--- config.mk ---
export PLATFORM = sky130hd
export DESIGN_NAME = irq_kbd_ctrl
export DESIGN_NICKNAME = d
export VERILOG_FILES = /design/src/rtl/irq_kbd_pkg.sv /design/src/rtl/irq_tick_gen.sv /design/src/rtl/irq_src_bank.sv /design/src/rtl/sub_sync_fsm.sv /design/src/rtl/irq_kbd_ctrl.sv
export SDC_FILE = /design/constraint.sdc
export NUM_CORES = 1
export LEC_CHECK = 0
export ABC_CLOCK_PERIOD_IN_PS = 1600
export BUFFER_PORTS_ARGS = -buffer_cell sky130_fd_sc_hd__buf_2
export CAP_MARGIN = 20
export CELL_PAD_IN_SITES_DETAIL_PLACEMENT = 0
export CELL_PAD_IN_SITES_GLOBAL_PLACEMENT = 1
export CORE_MARGIN = 1.5
export CORE_UTILIZATION = 38
export DETAILED_ROUTE_END_ITERATION = 8
export GPL_TIMING_DRIVEN = 0
export HOLD_SLACK_MARGIN = 0.05
export PLACE_DENSITY = 0.81
export REMOVE_ABC_BUFFERS = 1
export SKIP_CTS_REPAIR_TIMING = 1
export SKIP_LAST_GASP = 1
export SLEW_MARGIN = 15
export SYNTH_ARGS = -nofsm -noshare
export SYNTH_HDL_FRONTEND = slang
export SYNTH_SLANG_ARGS = --single-unit
export TNS_END_PERCENT = 30
--- constraint.sdc ---
create_clock -name clk -period 1.6 [get_ports clk]
set_input_delay 0.08 -clock clk [delete_from_list [all_inputs] [get_ports clk]]
set_output_delay 0.08 -clock clk [all_outputs]
set_load 0.005 [all_outputs]
--- src/rtl/irq_kbd_pkg.sv ---
package irq_kbd_pkg;

    // Register offsets decoded on the CPU bus
    localparam int OFS_KEYHI  = 0;
    localparam int OFS_KEYLO  = 1;
    localparam int OFS_IRQEN  = 2;
    localparam int OFS_IRQST  = 3;
    localparam int OFS_FIRQST = 4;
    localparam int OFS_SUBCTL = 5;

    // Source indices in the enable and pending vectors (match enable bit positions)
    localparam int SRC_KBD = 0;
    localparam int SRC_PRN = 1;
    localparam int SRC_TMR = 2;
    localparam int NSRC    = 3;

    typedef enum logic [1:0] {
        SY_IDLE  = 2'd0,
        SY_WAIT  = 2'd1,
        SY_APPLY = 2'd2
    } sync_state_t;

    typedef struct packed {
        logic halt;
        logic cancel;
        logic attn;
    } sub_ctl_t;

endpackage

--- src/rtl/irq_tick_gen.sv ---
module irq_tick_gen #(
    parameter int PERIOD = 101725
) (
    input  logic clk,
    input  logic rst_n,
    output logic tick_o
);
    localparam int CW = (PERIOD > 2) ? $clog2(PERIOD) : 1;
    localparam logic [CW-1:0] LAST = CW'(PERIOD - 1);

    logic [CW-1:0] cnt_q;

    assign tick_o = (cnt_q == LAST);

    always_ff @(posedge clk or negedge rst_n) begin
        if (!rst_n) begin
            cnt_q <= '0;
        end else if (tick_o) begin
            cnt_q <= '0;
        end else begin
            cnt_q <= cnt_q + 1'b1;
        end
    end
endmodule

--- src/rtl/irq_src_bank.sv ---
module irq_src_bank
    import irq_kbd_pkg::*;
#(
    parameter int KEY_W = 9
) (
    input  logic             clk,
    input  logic             rst_n,
    input  logic             en_we,
    input  logic [NSRC-1:0]  en_wdata,
    input  logic             kbd_strobe,
    input  logic [KEY_W-1:0] kbd_code,
    input  logic             prn_req,
    input  logic             tmr_tick,
    input  logic             kbd_ack,
    input  logic             stat_ack,
    output logic [NSRC-1:0]  en_q,
    output logic [NSRC-1:0]  pend_q,
    output logic [KEY_W-1:0] key_q
);
    logic [NSRC-1:0] en_next;
    logic [NSRC-1:0] set_vec;
    logic [NSRC-1:0] clr_vec;
    logic            prn_d_q;

    assign en_next = en_we ? en_wdata : en_q;

    always_comb begin
        set_vec          = '0;
        clr_vec          = '0;
        set_vec[SRC_KBD] = kbd_strobe;
        set_vec[SRC_PRN] = prn_req & ~prn_d_q;
        set_vec[SRC_TMR] = tmr_tick;
        clr_vec[SRC_KBD] = kbd_ack;
        clr_vec[SRC_PRN] = stat_ack;
        clr_vec[SRC_TMR] = stat_ack;
    end

    always_ff @(posedge clk or negedge rst_n) begin
        if (!rst_n) begin
            en_q    <= '0;
            prn_d_q <= 1'b0;
            key_q   <= '0;
        end else begin
            en_q    <= en_next;
            prn_d_q <= prn_req;
            if (kbd_strobe) begin
                key_q <= kbd_code;
            end
        end
    end

    // One pending flag per source; a new event wins over an acknowledge
    for (genvar g = 0; g < NSRC; g++) begin : g_pend
        always_ff @(posedge clk or negedge rst_n) begin
            if (!rst_n) begin
                pend_q[g] <= 1'b0;
            end else if (!en_next[g]) begin
                pend_q[g] <= 1'b0;
            end else if (set_vec[g] && en_q[g]) begin
                pend_q[g] <= 1'b1;
            end else if (clr_vec[g]) begin
                pend_q[g] <= 1'b0;
            end
        end
    end
endmodule

--- src/rtl/sub_sync_fsm.sv ---
module sub_sync_fsm
    import irq_kbd_pkg::*;
#(
    parameter int DELAY = 8
) (
    input  logic        clk,
    input  logic        rst_n,
    input  logic        trig,
    input  sub_ctl_t    shadow,
    output sub_ctl_t    applied_q,
    output sync_state_t state_o
);
    localparam int CW = $clog2(DELAY + 1);
    localparam logic [CW-1:0] RELOAD = CW'(DELAY - 1);
    localparam logic [CW-1:0] ONE    = CW'(1);

    sync_state_t   state_q, state_n;
    logic [CW-1:0] cnt_q, cnt_n;

    assign state_o = state_q;

    // State register
    always_ff @(posedge clk or negedge rst_n) begin
        if (!rst_n) begin
            state_q <= SY_IDLE;
            cnt_q   <= '0;
        end else begin
            state_q <= state_n;
            cnt_q   <= cnt_n;
        end
    end

    // Next state: arm, expire, commit
    always_comb begin
        state_n = state_q;
        cnt_n   = cnt_q;
        unique case (state_q)
            SY_IDLE: begin
                state_n = SY_IDLE;
            end
            SY_WAIT: begin
                if (cnt_q == ONE) begin
                    state_n = SY_APPLY;
                    cnt_n   = '0;
                end else begin
                    cnt_n = cnt_q - 1'b1;
                end
            end
            SY_APPLY: begin
                state_n = SY_IDLE;
            end
            default: begin
                state_n = SY_IDLE;
            end
        endcase
        if (trig) begin
            state_n = SY_WAIT;
            cnt_n   = RELOAD;
        end
    end

    // Outputs: copied from the shadow only in SY_APPLY
    always_ff @(posedge clk or negedge rst_n) begin
        if (!rst_n) begin
            applied_q <= '0;
        end else if (state_q == SY_APPLY) begin
            applied_q <= shadow;
        end
    end
endmodule

--- src/rtl/irq_kbd_ctrl.sv ---
module irq_kbd_ctrl
    import irq_kbd_pkg::*;
#(
    parameter int   ADDR_W        = 3,
    parameter int   KEY_W         = 9,
    parameter int   TMR_PERIOD    = 101725,
    parameter int   SYNC_DELAY    = 8,
    parameter logic CLK_FAST_INIT = 1'b1
) (
    input  logic              clk,
    input  logic              rst_n,
    input  logic              bus_sel,
    input  logic              bus_wr,
    input  logic [ADDR_W-1:0] bus_addr,
    input  logic [7:0]        bus_wdata,
    output logic [7:0]        bus_rdata,
    input  logic              kbd_strobe,
    input  logic [KEY_W-1:0]  kbd_code,
    input  logic              brk_key,
    input  logic              sub_attn_req,
    input  logic              sub_busy,
    input  logic              ext_det,
    input  logic              prn_irq_req,
    input  logic              snd_irq_req,
    input  logic              mouse_irq_req,
    output logic              irq_o,
    output logic              firq_o,
    output logic              sub_halt_o,
    output logic              sub_cancel_o,
    output logic              clk_fast_o
);
    localparam logic [ADDR_W-1:0] A_KEYHI  = ADDR_W'(OFS_KEYHI);
    localparam logic [ADDR_W-1:0] A_KEYLO  = ADDR_W'(OFS_KEYLO);
    localparam logic [ADDR_W-1:0] A_IRQEN  = ADDR_W'(OFS_IRQEN);
    localparam logic [ADDR_W-1:0] A_IRQST  = ADDR_W'(OFS_IRQST);
    localparam logic [ADDR_W-1:0] A_FIRQST = ADDR_W'(OFS_FIRQST);
    localparam logic [ADDR_W-1:0] A_SUBCTL = ADDR_W'(OFS_SUBCTL);

    logic rd_en, wr_en;
    logic rd_keylo, rd_irqst, rd_firqst;
    logic wr_keyhi, wr_irqen, wr_subctl;

    logic [NSRC-1:0]  en_q;
    logic [NSRC-1:0]  pend_q;
    logic [KEY_W-1:0] key_q;
    logic             tmr_tick;
    logic             ext_any;

    logic        clk_fast_q;
    logic        halt_sh_q;
    logic        cancel_sh_q;
    logic        attn_q;
    logic        attn_n;
    logic        sync_trig;
    sub_ctl_t    shadow;
    sub_ctl_t    applied;
    sync_state_t sync_state;

    // Bus decode
    assign rd_en     = bus_sel & ~bus_wr;
    assign wr_en     = bus_sel & bus_wr;
    assign rd_keylo  = rd_en & (bus_addr == A_KEYLO);
    assign rd_irqst  = rd_en & (bus_addr == A_IRQST);
    assign rd_firqst = rd_en & (bus_addr == A_FIRQST);
    assign wr_keyhi  = wr_en & (bus_addr == A_KEYHI);
    assign wr_irqen  = wr_en & (bus_addr == A_IRQEN);
    assign wr_subctl = wr_en & (bus_addr == A_SUBCTL);

    irq_tick_gen #(
        .PERIOD (TMR_PERIOD)
    ) u_tick (
        .clk    (clk),
        .rst_n  (rst_n),
        .tick_o (tmr_tick)
    );

    irq_src_bank #(
        .KEY_W (KEY_W)
    ) u_src (
        .clk        (clk),
        .rst_n      (rst_n),
        .en_we      (wr_irqen),
        .en_wdata   (bus_wdata[NSRC-1:0]),
        .kbd_strobe (kbd_strobe),
        .kbd_code   (kbd_code),
        .prn_req    (prn_irq_req),
        .tmr_tick   (tmr_tick),
        .kbd_ack    (rd_keylo),
        .stat_ack   (rd_irqst),
        .en_q       (en_q),
        .pend_q     (pend_q),
        .key_q      (key_q)
    );

    // Attention flag: set by pulse (wins), cleared by read of offset 4
    always_comb begin
        attn_n = attn_q;
        if (rd_firqst) begin
            attn_n = 1'b0;
        end
        if (sub_attn_req) begin
            attn_n = 1'b1;
        end
    end

    assign sync_trig = wr_subctl | (attn_n != attn_q);

    always_ff @(posedge clk or negedge rst_n) begin
        if (!rst_n) begin
            clk_fast_q  <= CLK_FAST_INIT;
            halt_sh_q   <= 1'b0;
            cancel_sh_q <= 1'b0;
            attn_q      <= 1'b0;
        end else begin
            attn_q <= attn_n;
            if (wr_keyhi) begin
                clk_fast_q <= bus_wdata[0];
            end
            if (wr_subctl) begin
                halt_sh_q   <= bus_wdata[7];
                cancel_sh_q <= bus_wdata[6];
            end
        end
    end

    always_comb begin
        shadow.halt   = halt_sh_q;
        shadow.cancel = cancel_sh_q;
        shadow.attn   = attn_q;
    end

    sub_sync_fsm #(
        .DELAY (SYNC_DELAY)
    ) u_sync (
        .clk       (clk),
        .rst_n     (rst_n),
        .trig      (sync_trig),
        .shadow    (shadow),
        .applied_q (applied),
        .state_o   (sync_state)
    );

    // Interrupt lines
    assign ext_any      = snd_irq_req | mouse_irq_req;
    assign irq_o        = (|pend_q) | ext_any;
    assign firq_o       = brk_key | applied.attn;
    assign sub_halt_o   = applied.halt;
    assign sub_cancel_o = applied.cancel;
    assign clk_fast_o   = clk_fast_q;

    // Read multiplexer
    always_comb begin
        bus_rdata = 8'hFF;
        case (bus_addr)
            A_KEYHI:  bus_rdata = {key_q[8], 6'b111111, clk_fast_q};
            A_KEYLO:  bus_rdata = key_q[7:0];
            A_IRQST:  bus_rdata = {4'hF, ~ext_any, ~pend_q[SRC_TMR],
                                   ~pend_q[SRC_PRN], ~pend_q[SRC_KBD]};
            A_FIRQST: bus_rdata = {sub_busy, 5'b11111, ~brk_key, ~attn_q};
            A_SUBCTL: bus_rdata = {sub_busy, 6'b111111, ext_det};
            default:  bus_rdata = 8'hFF;
        endcase
    end
endmodule

## Word-level counts from Yosys, hierarchy flattened

Cells that the tools add are included.

| cells by class | value |
|---|---|
| add/sub/neg operators | 2 |
| bitwise gates (word level) | 21 |
| reductions and logical operators | 6 |
| equality and inequality tests | 14 |
| muxes and demuxes | 19 |

Operators with widths:

| operator | count |
|---|---|
| $pmux W8 S5 | 1 |
| $add A17 B1 Y17 const B | 1 |
| $eq A17 B17 Y1 const B | 1 |
| $mux W17 | 1 |
| $mux W4 | 3 |
| $mux W1 | 10 |
| $and A1 B1 Y1 | 9 |
| $ne A3 B3 Y1 const B | 3 |
| $not A1 Y1 | 8 |
| $eq A3 B2 Y1 const B | 2 |
| $eq A3 B3 Y1 const B | 2 |
| $mux W2 | 3 |
| $eq A4 B1 Y1 const B | 1 |
| $or A1 B1 Y1 | 4 |
| $sub A4 B1 Y4 const B | 1 |
| $eq A3 B1 Y1 const B | 1 |
| $logic_and A1 B1 Y1 | 3 |
| $logic_not A3 Y1 | 1 |
| $mux W3 | 1 |
| $ne A3 B2 Y1 const B | 1 |
| $reduce_or A3 Y1 | 1 |
| $eq A2 B1 Y1 const B | 1 |
| $eq A2 B2 Y1 const B | 1 |
| $reduce_bool A2 Y1 | 1 |
| $ne A1 B1 Y1 | 1 |

| word-level totals | value |
|---|---|
| register bits after elaboration | 46 |
| bits of input ports | 32 |
| output and inout bits | 13 |

## Longest topological paths before layout

| logic depth | value |
|---|---|
| depth after elaboration | 8 |
| gate-level depth with buffers | 6 |
| mapped depth without buffers | 5 |

## Modules after synthesis

Synthesis repeated with hierarchy kept, for this count alone.

| second synthesis, totals | value |
|---|---|
| cells, all modules | 209 |
| area total of the unflattened synthesis | 2329.7 um2 |

By module, submodules not included:

| module | instances | seq. area each (um2) | area each (um2) | cells each |
|---|---|---|---|---|
| irq_tick_gen | 1 | 425.4 | 848.3 | 83 |
| irq_src_bank | 1 | 400.4 | 633.1 | 38 |
| sub_sync_fsm | 1 | 225.2 | 429.2 | 36 |
| irq_kbd_ctrl | 1 | 101.3 | 419.2 | 52 |

## Least setup slack after synthesis

Ideal clock, no wire load.

| timing path | value |
|---|---|
| kind | flip-flop to flip-flop |
| start point | register u_tick.cnt_q[0] |
| end point | register u_tick.cnt_q[10] |
| cell stages (with the launch flop) | 7 |
| clock period less this slack | 1.752 ns |
| arrival | 1.633 ns |
| slack | -0.152 ns |
| setup time | 0.119 ns |
| buffers on the path | 1 |
| data required time | 1.481 ns |
| path through | dfrtp_1 -> inv_1 -> ha_1 -> or4b_1 -> nor4_1 -> buf_4 -> nor2_1 |

| on the way | value |
|---|---|
| longest elaborated chain between the ends | 2 |

Ends and longest elaborated chain:

| element | RTL line | source |
|---|---|---|
| start, declared | irq_tick_gen.sv:11 | `logic [CW-1:0] cnt_q;` |
| start signal, assigned | irq_tick_gen.sv:21 | `cnt_q <= cnt_q + 1'b1;` |
| $add A17 B1 Y17 or $eq A17 B17 Y1 (tied branches) | irq_tick_gen.sv:21, irq_tick_gen.sv:13 |  |
| $mux W17 * | irq_tick_gen.sv:18 | `end else if (tick_o) begin` |

Mark *: on every way between the ends. The rest lies on a longest branch, timed or not.
A chain may end at the register's enable or synchronous reset.

## Worst setup path in the final report

| timing path | value |
|---|---|
| start point | register u_tick.cnt_q[0] |
| end point | register u_src.pend_q[2] |

| on the way | value |
|---|---|
| longest elaborated chain between the ends | 4 |

Ends and longest elaborated chain:

| element | RTL line | source |
|---|---|---|
| $eq A17 B17 Y1 * | irq_tick_gen.sv:13 | `assign tick_o = (cnt_q == LAST);` |
| $logic_and A1 B1 Y1 * | irq_src_bank.sv:59 | `end else if (set_vec[g] && en_q[g]) begin` |
| $mux W1 | irq_src_bank.sv:59 |  |
| $mux W1 | irq_src_bank.sv:57 | `end else if (!en_next[g]) begin` |
| end signal, assigned by index | irq_src_bank.sv:56 | `pend_q[g] <= 1'b0;` |
| end signal, assigned by index | irq_src_bank.sv:58 | `pend_q[g] <= 1'b0;` |
| end signal, assigned by index | irq_src_bank.sv:60 | `pend_q[g] <= 1'b1;` |
| end, declared | irq_src_bank.sv:17 | `output logic [NSRC-1:0] pend_q,` |

Marked as above.

==> impl_metrics.tcl <==
set metrics [dict create \
    port_buffers 41 \
    p_leak_uw 0.001306 \
    fmax_ghz 0.5770 \
    gp_congestion 0.7572 \
    area_delta_synth_final_pct 30.17 \
    io_pins 45 \
    syn-cell-area_um2 2231 \
    clk_latency_ps 300 \
    hold_ws_ps 60.18 \
    synth_top_area_frac 0.5048 \
    dp_hpwl_um 3196 \
    violations "setup timing" \
    drive_above_1_share 0.3333 \
    grt_usage 0.1521 \
    synth-edff-count 0 \
    yosysMostFrequentCell "dfrtp_1" \
    synth_warnings 0 \
    hp-class "input port to register" \
    die-height_um 79.62 \
    grt_pass1_wl_um 7445 \
    internal-power_uw 2096 \
    setup_slack_ps -133.0 \
    num_rows 27 \
    final_max_slew_viol_count 0 \
    seqPwrFrac 0.502 \
    drt-pass1-iter-count 4 \
    grt_pass1_vias 1598 \
    start_kind "register" \
    synth-seq-area-share 0.5165 \
    cp_max_fo 4 \
    synth_common_cells "dfrtp_1, mux2_2, nor2_1" \
    worstPathArrival_ps 1950 \
    grt_max_degree 47 \
    period_share 1.083 \
    antenna_cells 0 \
    rsz0062_at_grt "yes" \
    powerDensity_nw_per_um2 986.8 \
    ys_types 40 \
    worstMarginPinSlew_ps 466.4 \
    outcome "finished with violations" \
    syn_inst 206 \
    yosys.area.top_type "dfrtp_1" \
    routedWlPerCell_um 13.60 \
    hold_violations 0 \
    antenna_found_initial 0 \
    power.switching_uw 770.0 \
    cts_root_buf "clkbuf_8" \
    wl_um 4693 \
    peakVddDrop_uv 430.9 \
    end_kind "register" \
    vias_per_cell 5.084 \
    cts_buffer_depth 2 \
    avgSynthCellArea_um2 10.83 \
    final_util 0.5210 \
    cts_tree "yes" \
    finalClockSkew_ps 11.58 \
    htree_levels 2 \
    clock_sinks 46 \
    synth-seq-cells 46 \
    core_area_um2 5574 \
    setup_viol 15 \
    required_ps 1820 \
    vias 1754 \
    cts_buffers 5 \
    async_reset_ff_frac 1.000 \
    pwr-share-clk 0.298 \
    drt_iter0_drc 89 \
    die_w_um 79.62 \
    die_area_um2 6339 \
    total_power_uw 2866 \
    crit_type "register to register" \
    clkTransAtPathRegs_ps 80 \
    drc 0 \
    period_minus_slack_ps 1733 \
    dominantRegCellSynth "dfrtp_1" \
    initial_core_util 0.4002 \
    switching_share 0.2687 \
    ant_nets 0 \
    comb_power_share 0.200 \
    globalRouteOverflowTotal 0 \
    slew_headroom 0.6891 \
    drv_cap 0 \
    synthTopCellsByArea "dfrtp_1, mux2_2, xor2_1" \
    nets 308 \
]
[critical path, cell delays in order, from the launching register on]
cell,delay [ps]
dfrtp_1,430
inv_2,100
ha_4,110
or4b_4,480
or4_1,410
a21boi_1,130
[stage by stage]
stage / instance area, µm² / instances / setup TNS, ps / worst slack, ps
2_1_floorplan: 2208 / 201 / -7834 / -747.5
3_3_place_gp: 2504 / 314 / -15530 / -1411
3_5_place_dp: 2517 / 315 / -4987 / -510.1
4_1_cts: 2626 / 323 / -5043 / -493.1
5_1_grt: 2904 / 345 / -2177 / -197.9
6_report: 2904 / 345 / -782.1 / -133.0
[power by group through the flow]
stage          Clock (µW)  Combinational, µW  Sequential, µW
3_3_place_gp            0                516            1450
2_1_floorplan           0                351            1440
3_5_place_dp            0                541            1460
6_report              855                572            1440
5_1_grt               935                652            1460
4_1_cts               882                543            1440
[logic make-up (layout without fill, tap and decap cells)]
family                   Yosys count  count (layout)  share of synthesized area
AND/OR/NAND/NOR                   88              88                     0.2165
AO/OA/AOI/OAI                     19              19                    0.05440
multiplexers                      21              21                     0.1099
buffers and inverters             14              81                    0.02524
XOR/XNOR                          14              14                    0.05496
flip-flops                        46              46                     0.5165
adder cells (fa/ha/maj)            4               4                    0.02243
[cells in the final DEF, fill, tap and decap left out, drive strengths merged, types with 4 or more instances in the layout]
cell type / n
mux2: 18
ha: 4
nand2b: 5
dlygate4sd3: 16
nor2b: 4
nor2: 18
nand4: 6
nor4: 4
xor2: 9
o21ai: 7
or3: 6
nand3: 8
buf: 48
xnor2: 5
inv: 9
nor3: 4
dfrtp: 45
nand2: 17
clkbuf: 5
[final timing paths]
| check | startpoint | slack (ps) | to | cells past startpoint |
|---|---|---|---|---|
| min in group asynchronous | rst_n | 250 | u_sync.applied_q[2]$_DFFE_PN0N_ | 2 |
| max | u_tick.cnt_q[0]$_DFF_PN0_ | -130 | u_src.pend_q[2]$_DFFE_PN0P_ | 5 |
| min reg2reg | u_sync.applied_q[0]$_DFFE_PN0N_ | 490 | u_sync.applied_q[0]$_DFFE_PN0N_ | 2 |
| min | bus_wdata[1] | 60 | u_src.en_q[1]$_DFF_PN0_ | 2 |
| max reg2reg | u_tick.cnt_q[0]$_DFF_PN0_ | -130 | u_src.pend_q[2]$_DFFE_PN0P_ | 5 |
| max in group asynchronous | rst_n | 780 | clk_fast_o$_DFFE_PN1P_ | 3 |
[layer usage]
| metal | vias up | part of all wire | global-route usage |
|---|---|---|---|
| li1 | 857 | - | - |
| met1 | 849 | 0.45 | 0.2007 |
| met2 | 41 | 0.50 | 0.2449 |
| met3 | 7 | 0.042 | 0.03657 |
| met4 | 0 | 0.011 | 0.04912 |
| met5 | - | 0 | 0 |
[state kept, by name (all words and copies together), names as in the netlist, 2 cells and up]
| signal | flops |
|---|---|
| u_sync.applied_q | 3 |
| u_tick.cnt_q | 17 |
| u_sync.state_o | 2 |
| u_src.pend_q | 3 |
| u_src.en_q | 3 |
| u_src.key_q | 9 |
| u_sync.cnt_q | 4 |
[final cells by class]
| class | count | area [µm²] |
|---|---|---|
| Tap cell | 72 | 90.09 |
| Inverter | 9 | 33.78 |
| Multi-Input combinational cell | 146 | 1085 |
| Clock inverter | 3 | 40.04 |
| Clock buffer | 5 | 68.82 |
| Timing Repair Buffer | 64 | 434.2 |
| Fill cell | 496 | 2670 |
| Sequential cell | 46 | 1152 |
Power figures use the tool's default switching activity.
